==> src/rtl/sym_timing_pkg.sv <==
package sym_timing_pkg;
  localparam int REG_W = 8;
  localparam int INTEG_W = 8;

  localparam logic [REG_W-1:0] ADDR_FREQ_BASE = 8'h8A;
  localparam logic [REG_W-1:0] ADDR_GAIN      = 8'h8D;
  localparam logic [REG_W-1:0] ADDR_INTEG     = 8'h8E;

  localparam logic [REG_W-1:0] GAIN_RESET  = 8'h48;
  localparam logic [INTEG_W-1:0] INTEG_RESET = 8'h0A;

  typedef struct packed {
    logic [3:0] prop_shift;
    logic [3:0] int_shift;
  } gain_t;
endpackage

==> src/rtl/sym_timing_regs.sv <==
module sym_timing_regs
  import sym_timing_pkg::*;
#(
  parameter int NCO_W = 24,
  parameter logic [NCO_W-1:0] FREQ_INIT = 24'h0C11D3
) (
  input  logic               clk,
  input  logic               rst_n,
  input  logic               wr_en,
  input  logic [REG_W-1:0]   addr,
  input  logic [REG_W-1:0]   wdata,
  input  logic [INTEG_W-1:0] integ_rd,
  output logic [REG_W-1:0]   rdata,
  output logic [NCO_W-1:0]   freq_o,
  output gain_t              gain_o
);
  localparam int FREQ_BYTES = NCO_W / REG_W;

  logic [REG_W-1:0] freq_b [FREQ_BYTES];
  gain_t gain_q;
  logic  addr_hit;

  for (genvar b = 0; b < FREQ_BYTES; b++) begin : g_freq
    always_ff @(posedge clk or negedge rst_n) begin
      if (!rst_n) begin
        freq_b[b] <= FREQ_INIT[b*REG_W +: REG_W];
      end else if (wr_en && addr == ADDR_FREQ_BASE + REG_W'(b)) begin
        freq_b[b] <= wdata;
      end
    end
    assign freq_o[b*REG_W +: REG_W] = freq_b[b];
  end

  always_ff @(posedge clk or negedge rst_n) begin
    if (!rst_n) begin
      gain_q <= GAIN_RESET;
    end else if (wr_en && addr == ADDR_GAIN) begin
      gain_q <= wdata;
    end
  end
  assign gain_o = gain_q;

  always_comb begin
    rdata    = '0;
    addr_hit = 1'b0;
    for (int b = 0; b < FREQ_BYTES; b++) begin
      if (addr == ADDR_FREQ_BASE + REG_W'(b)) begin
        rdata    = freq_b[b];
        addr_hit = 1'b1;
      end
    end
    if (addr == ADDR_GAIN) begin
      rdata    = gain_q;
      addr_hit = 1'b1;
    end
    if (addr == ADDR_INTEG) begin
      rdata = integ_rd;
    end
  end

  // a low frequency byte write is visible after the next edge
  p_freq_write_r9: assert property (@(posedge clk) disable iff (!rst_n)
    (wr_en && addr == ADDR_FREQ_BASE) |=> freq_o[REG_W-1:0] == $past(wdata));

  // writes outside the writable map change nothing
  p_unmapped_write_r3: assert property (@(posedge clk) disable iff (!rst_n)
    (wr_en && !addr_hit) |=> ($stable(freq_o) && $stable(gain_o)));
endmodule

==> src/rtl/sym_loop_filter.sv <==
module sym_loop_filter
  import sym_timing_pkg::*;
#(
  parameter int ERR_W = 8,
  localparam int WIDE_W = (ERR_W > INTEG_W) ? ERR_W : INTEG_W,
  localparam int CTRL_W = WIDE_W + 1
) (
  input  logic                     clk,
  input  logic                     rst_n,
  input  logic                     err_valid,
  input  logic signed [ERR_W-1:0]  err_data,
  input  gain_t                    gain,
  output logic signed [INTEG_W-1:0] integ_o,
  output logic signed [CTRL_W-1:0]  ctrl_o
);
  localparam int SUM_W = WIDE_W + 2;
  localparam logic signed [SUM_W-1:0] SAT_HI = SUM_W'(2 ** (INTEG_W - 1) - 1);
  localparam logic signed [SUM_W-1:0] SAT_LO = ~SAT_HI;
  localparam logic signed [INTEG_W-1:0] INT_TOP = INTEG_W'(2 ** (INTEG_W - 1) - 1);

  logic signed [INTEG_W-1:0] integ_q, integ_nxt;
  logic signed [CTRL_W-1:0]  ctrl_q, ctrl_nxt;
  logic signed [ERR_W-1:0]   int_term, prop_term;
  logic signed [SUM_W-1:0]   int_sum;

  always_comb begin
    int_term  = err_data >>> gain.int_shift;
    prop_term = err_data >>> gain.prop_shift;
    int_sum   = SUM_W'(integ_q) + SUM_W'(int_term);
    if (int_sum > SAT_HI) begin
      integ_nxt = INT_TOP;
    end else if (int_sum < SAT_LO) begin
      integ_nxt = ~INT_TOP;
    end else begin
      integ_nxt = int_sum[INTEG_W-1:0];
    end
    ctrl_nxt = CTRL_W'(integ_nxt) + CTRL_W'(prop_term);
  end

  always_ff @(posedge clk or negedge rst_n) begin
    if (!rst_n) begin
      integ_q <= INTEG_RESET;
      ctrl_q  <= '0;
    end else if (err_valid) begin
      integ_q <= integ_nxt;
      ctrl_q  <= ctrl_nxt;
    end
  end

  assign integ_o = integ_q;
  assign ctrl_o  = ctrl_q;

  // integrator only moves on an accepted error
  p_integ_hold_r4: assert property (@(posedge clk) disable iff (!rst_n)
    !err_valid |=> $stable(integ_q));

  // filter output held between symbols
  p_ctrl_hold_r6: assert property (@(posedge clk) disable iff (!rst_n)
    !err_valid |=> $stable(ctrl_q));

  // a full integrator stays full under a non-negative error
  p_sat_top_r5: assert property (@(posedge clk) disable iff (!rst_n)
    (err_valid && integ_q == INT_TOP && !err_data[ERR_W-1]) |=> integ_q == INT_TOP);
endmodule

==> src/rtl/sym_timing_nco.sv <==
module sym_timing_nco #(
  parameter int NCO_W  = 24,
  parameter int CTRL_W = 9,
  parameter int MU_W   = 8
) (
  input  logic                     clk,
  input  logic                     rst_n,
  input  logic [NCO_W-1:0]         freq,
  input  logic signed [CTRL_W-1:0] ctrl,
  output logic                     stb_o,
  output logic [MU_W-1:0]          mu_o
);
  logic [NCO_W-1:0] acc_q, acc_nxt, step;
  logic             carry;
  logic             stb_q;
  logic [MU_W-1:0]  mu_q;

  always_comb begin
    step             = freq + NCO_W'(ctrl);
    {carry, acc_nxt} = {1'b0, acc_q} + {1'b0, step};
  end

  always_ff @(posedge clk or negedge rst_n) begin
    if (!rst_n) begin
      acc_q <= '0;
      stb_q <= 1'b0;
      mu_q  <= '0;
    end else begin
      acc_q <= acc_nxt;
      stb_q <= carry;
      if (carry) begin
        mu_q <= acc_nxt[NCO_W-1 -: MU_W];
      end
    end
  end

  assign stb_o = stb_q;
  assign mu_o  = mu_q;

  // strobe marks exactly the edges where the accumulator wrapped downward
  p_wrap_strobe_r7: assert property (@(posedge clk) disable iff (!rst_n)
    stb_q == (acc_q < $past(acc_q)));

  // the interval only moves together with a strobe
  p_mu_hold_r8: assert property (@(posedge clk) disable iff (!rst_n)
    !stb_q |-> $stable(mu_q));
endmodule

==> src/rtl/sym_timing_loop.sv <==
module sym_timing_loop
  import sym_timing_pkg::*;
#(
  parameter int ERR_W = 8,
  parameter int NCO_W = 24,
  parameter int MU_W  = 8,
  parameter logic [NCO_W-1:0] FREQ_INIT = 24'h0C11D3
) (
  input  logic             clk,
  input  logic             rst_n,
  input  logic             err_valid,
  output logic             err_ready,
  input  logic [ERR_W-1:0] err_data,
  input  logic             reg_wr,
  input  logic [7:0]       reg_addr,
  input  logic [7:0]       reg_wdata,
  output logic [7:0]       reg_rdata,
  output logic             interp_stb,
  output logic [MU_W-1:0]  interp_mu
);
  localparam int WIDE_W = (ERR_W > INTEG_W) ? ERR_W : INTEG_W;
  localparam int CTRL_W = WIDE_W + 1;

  logic [NCO_W-1:0]          freq;
  gain_t                     gain;
  logic signed [INTEG_W-1:0] integ;
  logic signed [CTRL_W-1:0]  ctrl;
  logic                      err_take;

  assign err_ready = 1'b1;
  assign err_take  = err_valid && err_ready;

  sym_timing_regs #(.NCO_W(NCO_W), .FREQ_INIT(FREQ_INIT)) u_regs (
    .clk(clk), .rst_n(rst_n), .wr_en(reg_wr), .addr(reg_addr), .wdata(reg_wdata),
    .integ_rd(integ), .rdata(reg_rdata), .freq_o(freq), .gain_o(gain)
  );

  sym_loop_filter #(.ERR_W(ERR_W)) u_filt (
    .clk(clk), .rst_n(rst_n), .err_valid(err_take), .err_data(err_data),
    .gain(gain), .integ_o(integ), .ctrl_o(ctrl)
  );

  sym_timing_nco #(.NCO_W(NCO_W), .CTRL_W(CTRL_W), .MU_W(MU_W)) u_nco (
    .clk(clk), .rst_n(rst_n), .freq(freq), .ctrl(ctrl),
    .stb_o(interp_stb), .mu_o(interp_mu)
  );
endmodule

==> config.mk <==
export PLATFORM = sky130hd
export DESIGN_NAME = sym_timing_loop
export DESIGN_NICKNAME = d
export VERILOG_FILES = /design/src/rtl/sym_timing_pkg.sv /design/src/rtl/sym_timing_regs.sv /design/src/rtl/sym_loop_filter.sv /design/src/rtl/sym_timing_nco.sv /design/src/rtl/sym_timing_loop.sv
export SDC_FILE = /design/constraint.sdc
export NUM_CORES = 1
export LEC_CHECK = 0
export ABC_AREA = 1
export BUFFER_PORTS_ARGS = -buffer_cell sky130_fd_sc_hd__buf_4
export CAP_MARGIN = 25
export CORE_ASPECT_RATIO = 1.2
export CORE_UTILIZATION = 68
export CTS_CLUSTER_SIZE = 25
export DETAILED_ROUTE_END_ITERATION = 8
export HOLD_SLACK_MARGIN = 0.15
export PLACE_DENSITY = 0.94
export SLEW_MARGIN = 20
export SYNTH_ARGS = -nofsm -noshare
export SYNTH_HDL_FRONTEND = slang
export SYNTH_SLANG_ARGS = --single-unit
==> constraint.sdc <==
create_clock -name clk -period 9 [get_ports clk]
set_clock_uncertainty 0.05 [all_clocks]
set_input_delay 0.9 -clock clk [delete_from_list [all_inputs] [get_ports clk]]
set_output_delay 0.9 -clock clk [all_outputs]
set_load 0.05 [all_outputs]
==> flow_summary.rst <==
.. list-table::
   :header-rows: 1

   * - Metric
     - Value
   * - Status
     - completed
   * - Number of DRC violations after detailed routing
     - 0
   * - Routed WL per cell
     - 15.8 microns
   * - Buffer cell driving the clock tree root
     - clkbuf_16
   * - Avg Cell Area, Syn
     - 6.64 sq um
   * - Via density per instance
     - 5.92
   * - Initial antenna violation count
     - 0
   * - Largest net degree at the start of global routing
     - 73
   * - Register clock-pin slew on the reported worst setup and hold paths
     - 70 ps
   * - Detailed-route via count
     - 7,785
   * - Worst setup path category
     - input pin to flip-flop
   * - Fillers
     - 827
   * - Total I/O pin count
     - 46
   * - Die width
     - 98.3 microns
   * - Unrepaired setup endpoints after global routing
     - false
   * - Total routing usage reported by global routing
     - 0.375
   * - Most common flop cell mapped by yosys
     - dfrtp_1
   * - Critical Path Source Type
     - input pin
   * - Latest clock arrival within the worst-skew pair
     - 350 ps
   * - Ratio of cells with drive above 1 in the final layout
     - 0.0969
   * - Placed wire-length estimate after detailed placement
     - 16,000 microns
   * - Data arrival, critical path
     - 4530 ps
   * - Die height
     - 118 microns
   * - # hold bufs at CTS
     - 0
   * - Final Slew Violations
     - 0
   * - Routability Congestion
     - 0.955
   * - Clock tree buffer depth
     - 2
   * - Number of enable-type register cells in the synthesized netlist
     - 0
   * - Synthesized instance count
     - 1,139
   * - Worst rel slew slack
     - 0.374
   * - Count of input and output buffers
     - 44
   * - Final net count
     - 1,277
   * - Number of antenna repair diodes
     - 0
   * - Transition time at the pin with the least slew margin
     - 939 ps
   * - Mapped cell area
     - 7560 sq um
   * - Total of flip-flops plus latches after synthesis
     - 82
   * - # clock sinks
     - 82
   * - Sequential element share of the synthesized area
     - 0.274
   * - Via count of the first global-routing pass
     - 7,648
   * - TritonCTS clock tree
     - yes
   * - Minimum clock period after layout
     - 4330 ps
   * - Ys async rst share
     - 1.00
   * - Maximum net fanout on the critical path
     - 9
   * - Distinct cell type count after synthesis
     - 45
   * - Residual antenna-violating net count after detailed routing
     - 0
   * - Synthesis-to-layout area growth
     - 9.50%
   * - Area of the core
     - 10,700 sq um
   * - Overall die area
     - 11,500 sq um
   * - Violation count after the first detailed-routing iteration
     - 607
   * - First-pass GRT wire length
     - 34,600 microns
   * - Final Routed Wirelength
     - 20,700 microns
   * - Hold Crit Class
     - input pin to async pin
   * - Required time at the endpoint of the critical path
     - 9200 ps
   * - Number of nets in the synthesized netlist
     - 1,234
   * - Global route total overflow
     - 0
   * - CTS H-Tree Depth
     - 3
   * - First-pass detailed-route iteration total
     - 6
   * - Endpoint type of the worst setup path
     - flip-flop
   * - Count of max-cap constraint violations
     - 0
   * - Final hold violation count
     - 0
   * - Number of placement rows
     - 41
   * - Final number of setup-violating endpoints
     - 0
   * - Num CTS Buffers
     - 9
   * - Starting density of the core
     - 0.709
   * - Count of yosys warnings during synthesis
     - 0
   * - Achievable clock frequency
     - 0.231 GHz
   * - Sum of negative setup slack
     - 0 ps
   * - Number of setup buffers added after CTS
     - 0
   * - Final worst path period share
     - 0.481
   * - Count of cells resized by post-cts repair
     - 0
[layout make-up]
type	instances	area, sq um	area share
sequential	82	2070	0.250
clock inverter	7	77.6	0.00937
clock buffer	9	225	0.0272
tap	129	161	0.0195
inverter	160	601	0.0725
timing repair buffer	45	338	0.0408
multi-input combinational	884	4810	0.581
[sequential cells by signal, summed over array words and instances (netlist names)]
name,flops
u_filt.integ_o,8
u_filt.ctrl_o,9
u_nco.mu_o,8
u_nco.acc_q,24
u_nco.stb_o,1
u_regs.freq_o,24
u_regs.gain_o,8
[metrics by stage]
step	util	worst slack [ps]	area, sq um	hold slack [ps]	std cells
final	0.776	4670	8280	326	1316
after global routing	0.776	4350	8280	331	1316
after CTS	0.776	4770	8280	332	1316
after detailed placement	0.748	4490	7980	442	1300
after global placement	0.748	4640	7980	413	1300
after floorplan	-	5040	7560	396	1139
[critical path: stages]
cell and delay (ps):
buf_4 150, inv_1 80, nand2_1 50, o21ai_0 110, nand2_1 70, o21ai_0 110
o221ai_1 150, ha_1 230, fa_1 430, nand3_1 100, nand3_1 100, nand2_1 70
nand2_1 60, o21bai_1 240, nand2_2 180, inv_1 160, a21oi_1 60, ha_1 380
nand3_1 120, nand2_1 140, nand2_1 80, nand2_1 80, a21oi_1 70, or2_2 280
nand3_1 70, nand2_1 50
[routing by layer]
| layer | global-route usage | routed length [microns] | vias to the layer above | share of wire |
|---|---|---|---|---|
| met5 | 0 | 0 | - | 0 |
| li1 | - | - | 3786 | - |
| met2 | 0.643 | 9860 | 321 | 0.48 |
| met1 | 0.429 | 8250 | 3572 | 0.40 |
| met3 | 0.0582 | 1200 | 106 | 0.058 |
| met4 | 0.252 | 1440 | 0 | 0.069 |
[cell families after synthesis]
logic type	synth area share
AND/OR/NAND/NOR	0.339
AO/OA/AOI/OAI	0.138
buffers and inverters	0.0905
flip-flops	0.274
adder cells (fa/ha/maj)	0.115
XOR/XNOR	0.0429
other	0.000496
multiplexers	0.00132
[placed cells by master, fill, tap and decap left out, types with 16 or more instances in the layout]
master,synthesis,routed
ha_1,63,63
nand3_1,74,74
nand4_1,26,26
xor2_1,25,25
dfrtp_1,69,69
buf_4,3,45
o21ai_0,76,76
a21oi_1,67,67
nor2_1,64,64
o21ai_2,16,16
inv_1,157,157
nand2_1,386,386
[Yosys cell counts, types with 2 or more instances]
cell	n	area share
o221ai_1	3	0.0035
nor3_1	9	0.0060
inv_1	157	0.078
dfrtp_1	69	0.23
o21ai_0	76	0.050
a21oi_1	67	0.044
o21ai_2	16	0.019
o21bai_1	6	0.0060
or2_2	3	0.0025
clkbuf_1	6	0.0030
nand2_2	4	0.0033
fa_1	4	0.011
a31oi_1	4	0.0033
nand2_1	386	0.19
inv_2	3	0.0015
nand3_1	74	0.049
nand2_4	3	0.0045
buf_6	3	0.0045
nand3b_1	2	0.0020
and2_1	14	0.012
dfstp_2	13	0.045
o211ai_1	2	0.0020
xnor2_1	12	0.014
ha_1	63	0.10
a21oi_2	2	0.0023
xor2_1	25	0.029
nand4_1	26	0.022
buf_4	3	0.0030
a211oi_1	2	0.0020
nor2_2	4	0.0033
nor2_1	64	0.032
[final timing paths]
path                                   from                 to  slack (ps)  depth (start not counted)
max                             err_data[7]   u_filt.ctrl_o[5]        4670                         26
min                                   rst_n  u_regs.freq_o[10]         330                          1
max reg2reg                u_regs.gain_o[0]   u_filt.ctrl_o[6]        4800                         26
min reg2reg                u_regs.gain_o[6]   u_regs.gain_o[6]         450                          2
max in group asynchronous             rst_n  u_regs.freq_o[22]        7410                          2
min in group clk           u_regs.gain_o[6]   u_regs.gain_o[6]         450                          2
Power is left out: the tool's default activity adds up to more than one toggle a clock period on the data nets, which glitch-free logic cannot reach.
